### config.mk
export PLATFORM = sky130hd
export DESIGN_NAME = cpd_top
export DESIGN_NICKNAME = d
export VERILOG_FILES = /design/src/rtl/cpd_pkg.sv /design/src/rtl/cpd_align.sv /design/src/rtl/cpd_history.sv /design/src/rtl/cpd_issue.sv /design/src/rtl/cpd_top.sv
export SDC_FILE = /design/constraint.sdc
export NUM_CORES = 1
export LEC_CHECK = 0
export ABC_AREA = 1
export BUFFER_PORTS_ARGS = -buffer_cell sky130_fd_sc_hd__buf_4
export CAP_MARGIN = 20
export CORE_ASPECT_RATIO = 1.75
export CORE_MARGIN = 10
export CORE_UTILIZATION = 50
export DETAILED_ROUTE_END_ITERATION = 12
export GPL_ROUTABILITY_DRIVEN = 0
export GPL_TIMING_DRIVEN = 0
export PLACE_DENSITY = 0.71
export SLEW_MARGIN = 15
export SYNTH_ARGS = -nofsm -noshare
export SYNTH_HDL_FRONTEND = slang
export SYNTH_SLANG_ARGS = --single-unit
### constraint.sdc
create_clock -name clk -period 1.2 [get_ports clk]
set_input_delay 0.12 -clock clk [delete_from_list [all_inputs] [get_ports clk]]
set_output_delay 0.12 -clock clk [all_outputs]
set_load 0.05 [all_outputs]
### src/rtl/cpd_pkg.sv
package cpd_pkg;
  localparam int WORD_W = 32;

  typedef struct packed {
    logic [WORD_W-1:0] insn;
    logic [WORD_W-1:0] addr;
  } pair_t;

  // Returns {fire_request, slot_index}: the newest strobe selects slot 0
  // and wins over the older strobe, which selects slot 1.
  function automatic logic [1:0] pick_slot(input logic newest, input logic older);
    logic [1:0] r;
    if (newest)     r = 2'b10;
    else if (older) r = 2'b11;
    else            r = 2'b00;
    return r;
  endfunction
endpackage

### src/rtl/cpd_align.sv
module cpd_align
  import cpd_pkg::*;
(
  input  logic              clk,
  input  logic              rst_n,
  input  logic [WORD_W-1:0] fetch_addr,
  input  logic              insn_valid,
  output logic              pend_vld,
  output logic [WORD_W-1:0] pend_addr
);
  logic [WORD_W-1:0] addr_d1;

  always_ff @(posedge clk or negedge rst_n) begin
    if (!rst_n) begin
      addr_d1   <= '0;
      pend_addr <= '0;
      pend_vld  <= 1'b0;
    end else begin
      addr_d1   <= fetch_addr;
      pend_addr <= addr_d1;
      pend_vld  <= insn_valid;
    end
  end

  // a pending pair is only ever opened by the valid strobe
  assert_pend_from_strobe_R1: assert property (@(posedge clk) disable iff (!rst_n)
    pend_vld |-> $past(insn_valid));
endmodule

### src/rtl/cpd_history.sv
module cpd_history
  import cpd_pkg::*;
#(
  parameter int DEPTH = 2
) (
  input  logic              clk,
  input  logic              rst_n,
  input  logic              push,
  input  logic              hold,
  input  pair_t             new_pair,
  output pair_t [DEPTH-1:0] slots,
  output logic  [DEPTH-1:0] slot_vld
);
  logic shift_en;
  assign shift_en = push && !hold;

  for (genvar i = 0; i < DEPTH; i++) begin : g_slot
    if (i == 0) begin : g_head
      always_ff @(posedge clk or negedge rst_n) begin
        if (!rst_n) begin
          slots[0]    <= '0;
          slot_vld[0] <= 1'b0;
        end else if (shift_en) begin
          slots[0]    <= new_pair;
          slot_vld[0] <= 1'b1;
        end
      end
    end else begin : g_tail
      always_ff @(posedge clk or negedge rst_n) begin
        if (!rst_n) begin
          slots[i]    <= '0;
          slot_vld[i] <= 1'b0;
        end else if (shift_en) begin
          slots[i]    <= slots[i-1];
          slot_vld[i] <= slot_vld[i-1];
        end
      end
    end
  end

  // hold freezes the whole history
  assert_hold_freezes_R7: assert property (@(posedge clk) disable iff (!rst_n)
    hold |=> ($stable(slots) && $stable(slot_vld)));
  // an accepted push moves the newest pair down one slot
  assert_shift_order_R2: assert property (@(posedge clk) disable iff (!rst_n)
    (push && !hold) |=> (slots[1] == $past(slots[0])));
  // valid flags fill from the head, never with a gap
  assert_vld_contiguous_R8: assert property (@(posedge clk) disable iff (!rst_n)
    slot_vld[1] |-> slot_vld[0]);
endmodule

### src/rtl/cpd_issue.sv
module cpd_issue
  import cpd_pkg::*;
#(
  parameter int DEPTH = 2
) (
  input  logic              clk,
  input  logic              rst_n,
  input  logic              disp_newest,
  input  logic              disp_older,
  input  pair_t [DEPTH-1:0] slots,
  input  logic  [DEPTH-1:0] slot_vld,
  output logic              issue_vld,
  output pair_t             issue_pair
);
  logic [1:0] pick;
  logic       sel_idx;
  logic       sel_fire;

  assign pick     = pick_slot(disp_newest, disp_older);
  assign sel_idx  = pick[0];
  assign sel_fire = pick[1] && slot_vld[sel_idx];

  always_ff @(posedge clk or negedge rst_n) begin
    if (!rst_n) begin
      issue_vld  <= 1'b0;
      issue_pair <= '0;
    end else begin
      issue_vld <= sel_fire;
      if (sel_fire) issue_pair <= slots[sel_idx];
    end
  end

  // an issue pulse always follows a strobe by one cycle
  assert_issue_after_strobe_R6: assert property (@(posedge clk) disable iff (!rst_n)
    issue_vld |-> $past(disp_newest || disp_older));
  // with both strobes high the newest pair is issued
  assert_newest_wins_R5: assert property (@(posedge clk) disable iff (!rst_n)
    (disp_newest && disp_older && slot_vld[0]) |=> (issue_vld && issue_pair == $past(slots[0])));
  // the older strobe alone issues the second slot
  assert_older_slot_R4: assert property (@(posedge clk) disable iff (!rst_n)
    (disp_older && !disp_newest && slot_vld[1]) |=> (issue_vld && issue_pair == $past(slots[1])));
  // an empty history never issues
  assert_empty_no_issue_R8: assert property (@(posedge clk) disable iff (!rst_n)
    !slot_vld[0] |=> !issue_vld);
endmodule

### src/rtl/cpd_top.sv
module cpd_top
  import cpd_pkg::*;
#(
  parameter int DEPTH = 2
) (
  input  logic              clk,
  input  logic              rst_n,
  input  logic [WORD_W-1:0] fetch_addr,
  input  logic [WORD_W-1:0] fetch_data,
  input  logic              insn_valid,
  input  logic              disp_newest,
  input  logic              disp_older,
  input  logic              hold,
  output logic              issue_vld,
  output logic [WORD_W-1:0] issue_insn,
  output logic [WORD_W-1:0] issue_addr
);
  logic              pend_vld;
  logic [WORD_W-1:0] pend_addr;
  pair_t             cap_pair;
  pair_t [DEPTH-1:0] hist;
  logic  [DEPTH-1:0] hist_vld;
  pair_t             out_pair;

  assign cap_pair.insn = fetch_data;
  assign cap_pair.addr = pend_addr;

  cpd_align u_align (
    .clk(clk), .rst_n(rst_n), .fetch_addr(fetch_addr), .insn_valid(insn_valid),
    .pend_vld(pend_vld), .pend_addr(pend_addr)
  );

  cpd_history #(.DEPTH(DEPTH)) u_hist (
    .clk(clk), .rst_n(rst_n), .push(pend_vld), .hold(hold), .new_pair(cap_pair),
    .slots(hist), .slot_vld(hist_vld)
  );

  cpd_issue #(.DEPTH(DEPTH)) u_issue (
    .clk(clk), .rst_n(rst_n), .disp_newest(disp_newest), .disp_older(disp_older),
    .slots(hist), .slot_vld(hist_vld), .issue_vld(issue_vld), .issue_pair(out_pair)
  );

  assign issue_insn = out_pair.insn;
  assign issue_addr = out_pair.addr;

  // the issue pulse is a single cycle unless a strobe was held high
  assert_single_pulse_R6: assert property (@(posedge clk) disable iff (!rst_n)
    (issue_vld && !$past(disp_newest || disp_older, 2)) |=> !issue_vld || $past(disp_newest || disp_older));
endmodule

==> flow_summary.toml <==
[final_layout]
final_common_cell = "nand2_1"
fin_cells = 1652
drive_gt1_share_pct = 21.4
nNetsFinal = 1458
final_area_mm2 = 0.0138
n_antenna_cell = 0
multi_input_area_mm2 = 0.00325
layout_common_cells = "nand2_1, dfrtp_1, nand3_1"
seq_area_mm2 = 0.00651
num-fill-cells = 1593
post-route-util_pct = 68.1
area_growth_pct = 34.8

[sta]
layout_setup_ws_ns = -0.0633
relSlewSlack_pct = 62.4
setup-violations-final = 13
maxSlewViolCount = 0
max_freq_ghz = 0.792
fin_crit_sh_pct = 105
grt_setup_unrepaired = "yes"
hold_viol = 0
tightest_slew_ns = 0.564
timing.final.crit_period_ns = 1.26
fin_worst_skew_ns = 0.0153
fin_hold_ws_ns = 0.0907

[synthesis]
synth.area.mux_share_pct = 0
avgSynthCellArea_um2 = 9.12
synth_compound_area_share_pct = 0.245
synth-seq-cells = 260
synth_fp_nets = 1189
ys_types = 14
synth-simple-area-share_pct = 31.4
syn_inst = 1119
ys_warn_count = 0
synth_xor_area_share_pct = 0
synth_top_family_by_area = "simple AND/OR/NAND/NOR gates"
ys_seq_area_share_pct = 63.8
synthAdderAreaFrac_pct = 0
post_synth_instance_area_mm2 = 0.0102

[grt]
antenna_found_initial = 0
grt_pass1_vias = 8712
grt_max_degree = 93
overflow = 0
grt_pass1_wl_mm = 44.4
grt_util_all_layers_pct = 20.3

[setup_path]
path_delay_family = "flip-flops"
cpMaxStageDelayCell = "dfrtp_1"
path_cells = "buf_6"
cp_max_fo = 2
critPathLaunchType = "flop"
crit_required_ns = 1.08
cp.buffers_inverters = 1
crit_path_end_kind = "primary output"
path_class = "flop to primary output"
cpPeakStageDelay_ns = 0.43
worstPathArrival_ns = 1.14

[floorplan]
fp.dieArea_mm2 = 0.0267
row_count = 69
die_h_um = 209
start_util_pct = 50.5
pin_count = 135
core-area_mm2 = 0.0202
dieWidth_um = 128

[route]
drtPass1Iterations = 5
drtIter0Drc = 559
vias = 8477
drc = 0
drt_wl_total_mm = 27.4
ant_nets = 0
viasPerCell = 5.13
wl_per_cell_um = 16.6

[clock_tree]
clkLatencyLatePin_ns = 0.52
cts_tree = "done"
cts_made_buffers = 24
root_buffer = "clkbuf_16"
clkTransAtPathRegs_ns = 0.07
h-tree-depth = 1
cts_sinks = 260
clk_path_buf_depth = 3

[placement]
dp_hpwl_mm = 18.1
place_area_mm2 = 0.0116
dpl.cell_count = 1503
port_buffers = 134

[pwr]
leakagePower_nw = 7.38
p_per_area_mw_per_mm2 = 1680
power.total_mw = 23.1
vdd.ir_drop.worst_uv = 1510

[worst_hold_path]
min_path_type = "primary input to flop"

[status]
outcome = "finished, violations left"
violations = "negative setup slack"

[job]
cap_violations = 0
-- cells by family (layout without fill, tap and decap cells) --
group	Yosys count	in the layout
AOI/OAI and AO/OA	5	5
DFF	260	260
buffers and inverters	87	372
and+or+nand+nor	767	767
-- metrics by stage --
step | setup WS (ns) | setup TNS [ns]
floorplan | 0.158 | 0
global placement | -2.08 | -546.66
detailed placement | -0.262 | -16.70
CTS | -0.0740 | -0.498
global route | -0.0781 | -1.27
finish | -0.0633 | -0.233
-- final timing paths --
path                                                to                   start  depth (start not counted)  slack, ns
worst max-delay path                    issue_addr[29]  u_issue.issue_pair[29]                          1      -0.06
worst min-delay path            u_issue.issue_pair[31]             disp_newest                          5       0.09
worst max register to register        u_hist.slots[24]        u_align.pend_vld                          5       0.02
worst min register to register   u_align.pend_addr[22]     u_align.addr_d1[22]                          0       0.35
max in group asynchronous       u_issue.issue_pair[55]                   rst_n                          3       0.25
min in group asynchronous       u_issue.issue_pair[39]                   rst_n                          2       0.14
-- routing by layer --
layer	share of wire [%]	wire [um]	vias to the layer above	track usage, %
met5	0	0	-	0
met4	3.6	976	0	6.98
met3	4.1	1130	62	3.07
met2	54	14800	222	37.1
met1	38	10500	4086	23.1
li1	-	-	4107	-
-- where the power goes --
| group | total, mW | internal [mW] | switching [mW] |
|---|---|---|---|
| Sequential | 10.6 | 9.86 | 0.762 |
| Clock | 7.43 | 4.23 | 3.20 |
| Combinational | 5.01 | 2.01 | 3.00 |
-- final cells by class --
type | instances | area share (%)
timing repair buffer | 244 | 16.7
clock inverter | 7 | 0.318
buffer | 81 | 4.33
tap | 248 | 2.26
sequential | 260 | 47.3
inverter | 5 | 0.136
clock buffer | 35 | 5.33
multi-input combinational | 772 | 23.6
-- cells in the mapped netlist --
master | count | area, um^2
inv_1 | 3 | 11.3
inv_2 | 2 | 7.51
buf_2 | 43 | 215
a21oi_1 | 2 | 10.0
o21ai_0 | 3 | 15.0
clkbuf_1 | 12 | 45.0
dfrtp_1 | 260 | 6510
buf_1 | 4 | 15.0
nand2_1 | 510 | 1910
nand2_4 | 1 | 11.3
nand3_1 | 253 | 1270
nand2_2 | 1 | 6.26
buf_4 | 23 | 173
nor2_1 | 2 | 7.51
-- repair_timing --
item	4_1_cts	5_1_grt
hold buffers	66	0
endpoints found under the hold margin	142	0
pin swaps	0	1
setup endpoints to repair	241	210
resized for setup	99	28
setup buffers	15	27
cloned	0	0
-- tightest hold or removal path: stages --
cell	delay (ns)
buf_4	0.10
nand2_2	0.06
buf_6	0.16
nand3_1	0.08
nand2_1	0.05
-- flip-flops by register name (all words and copies together), names as in the netlist --
| register | count |
|---|---|
| u_align.addr_d1 | 32 |
| u_align.pend_addr | 32 |
| u_align.pend_vld | 1 |
| u_hist.slot_vld | 2 |
| u_hist.slots | 128 |
| u_issue.issue_pair | 64 |
| u_issue.issue_vld | 1 |
(Power assumes the default switching activity.)
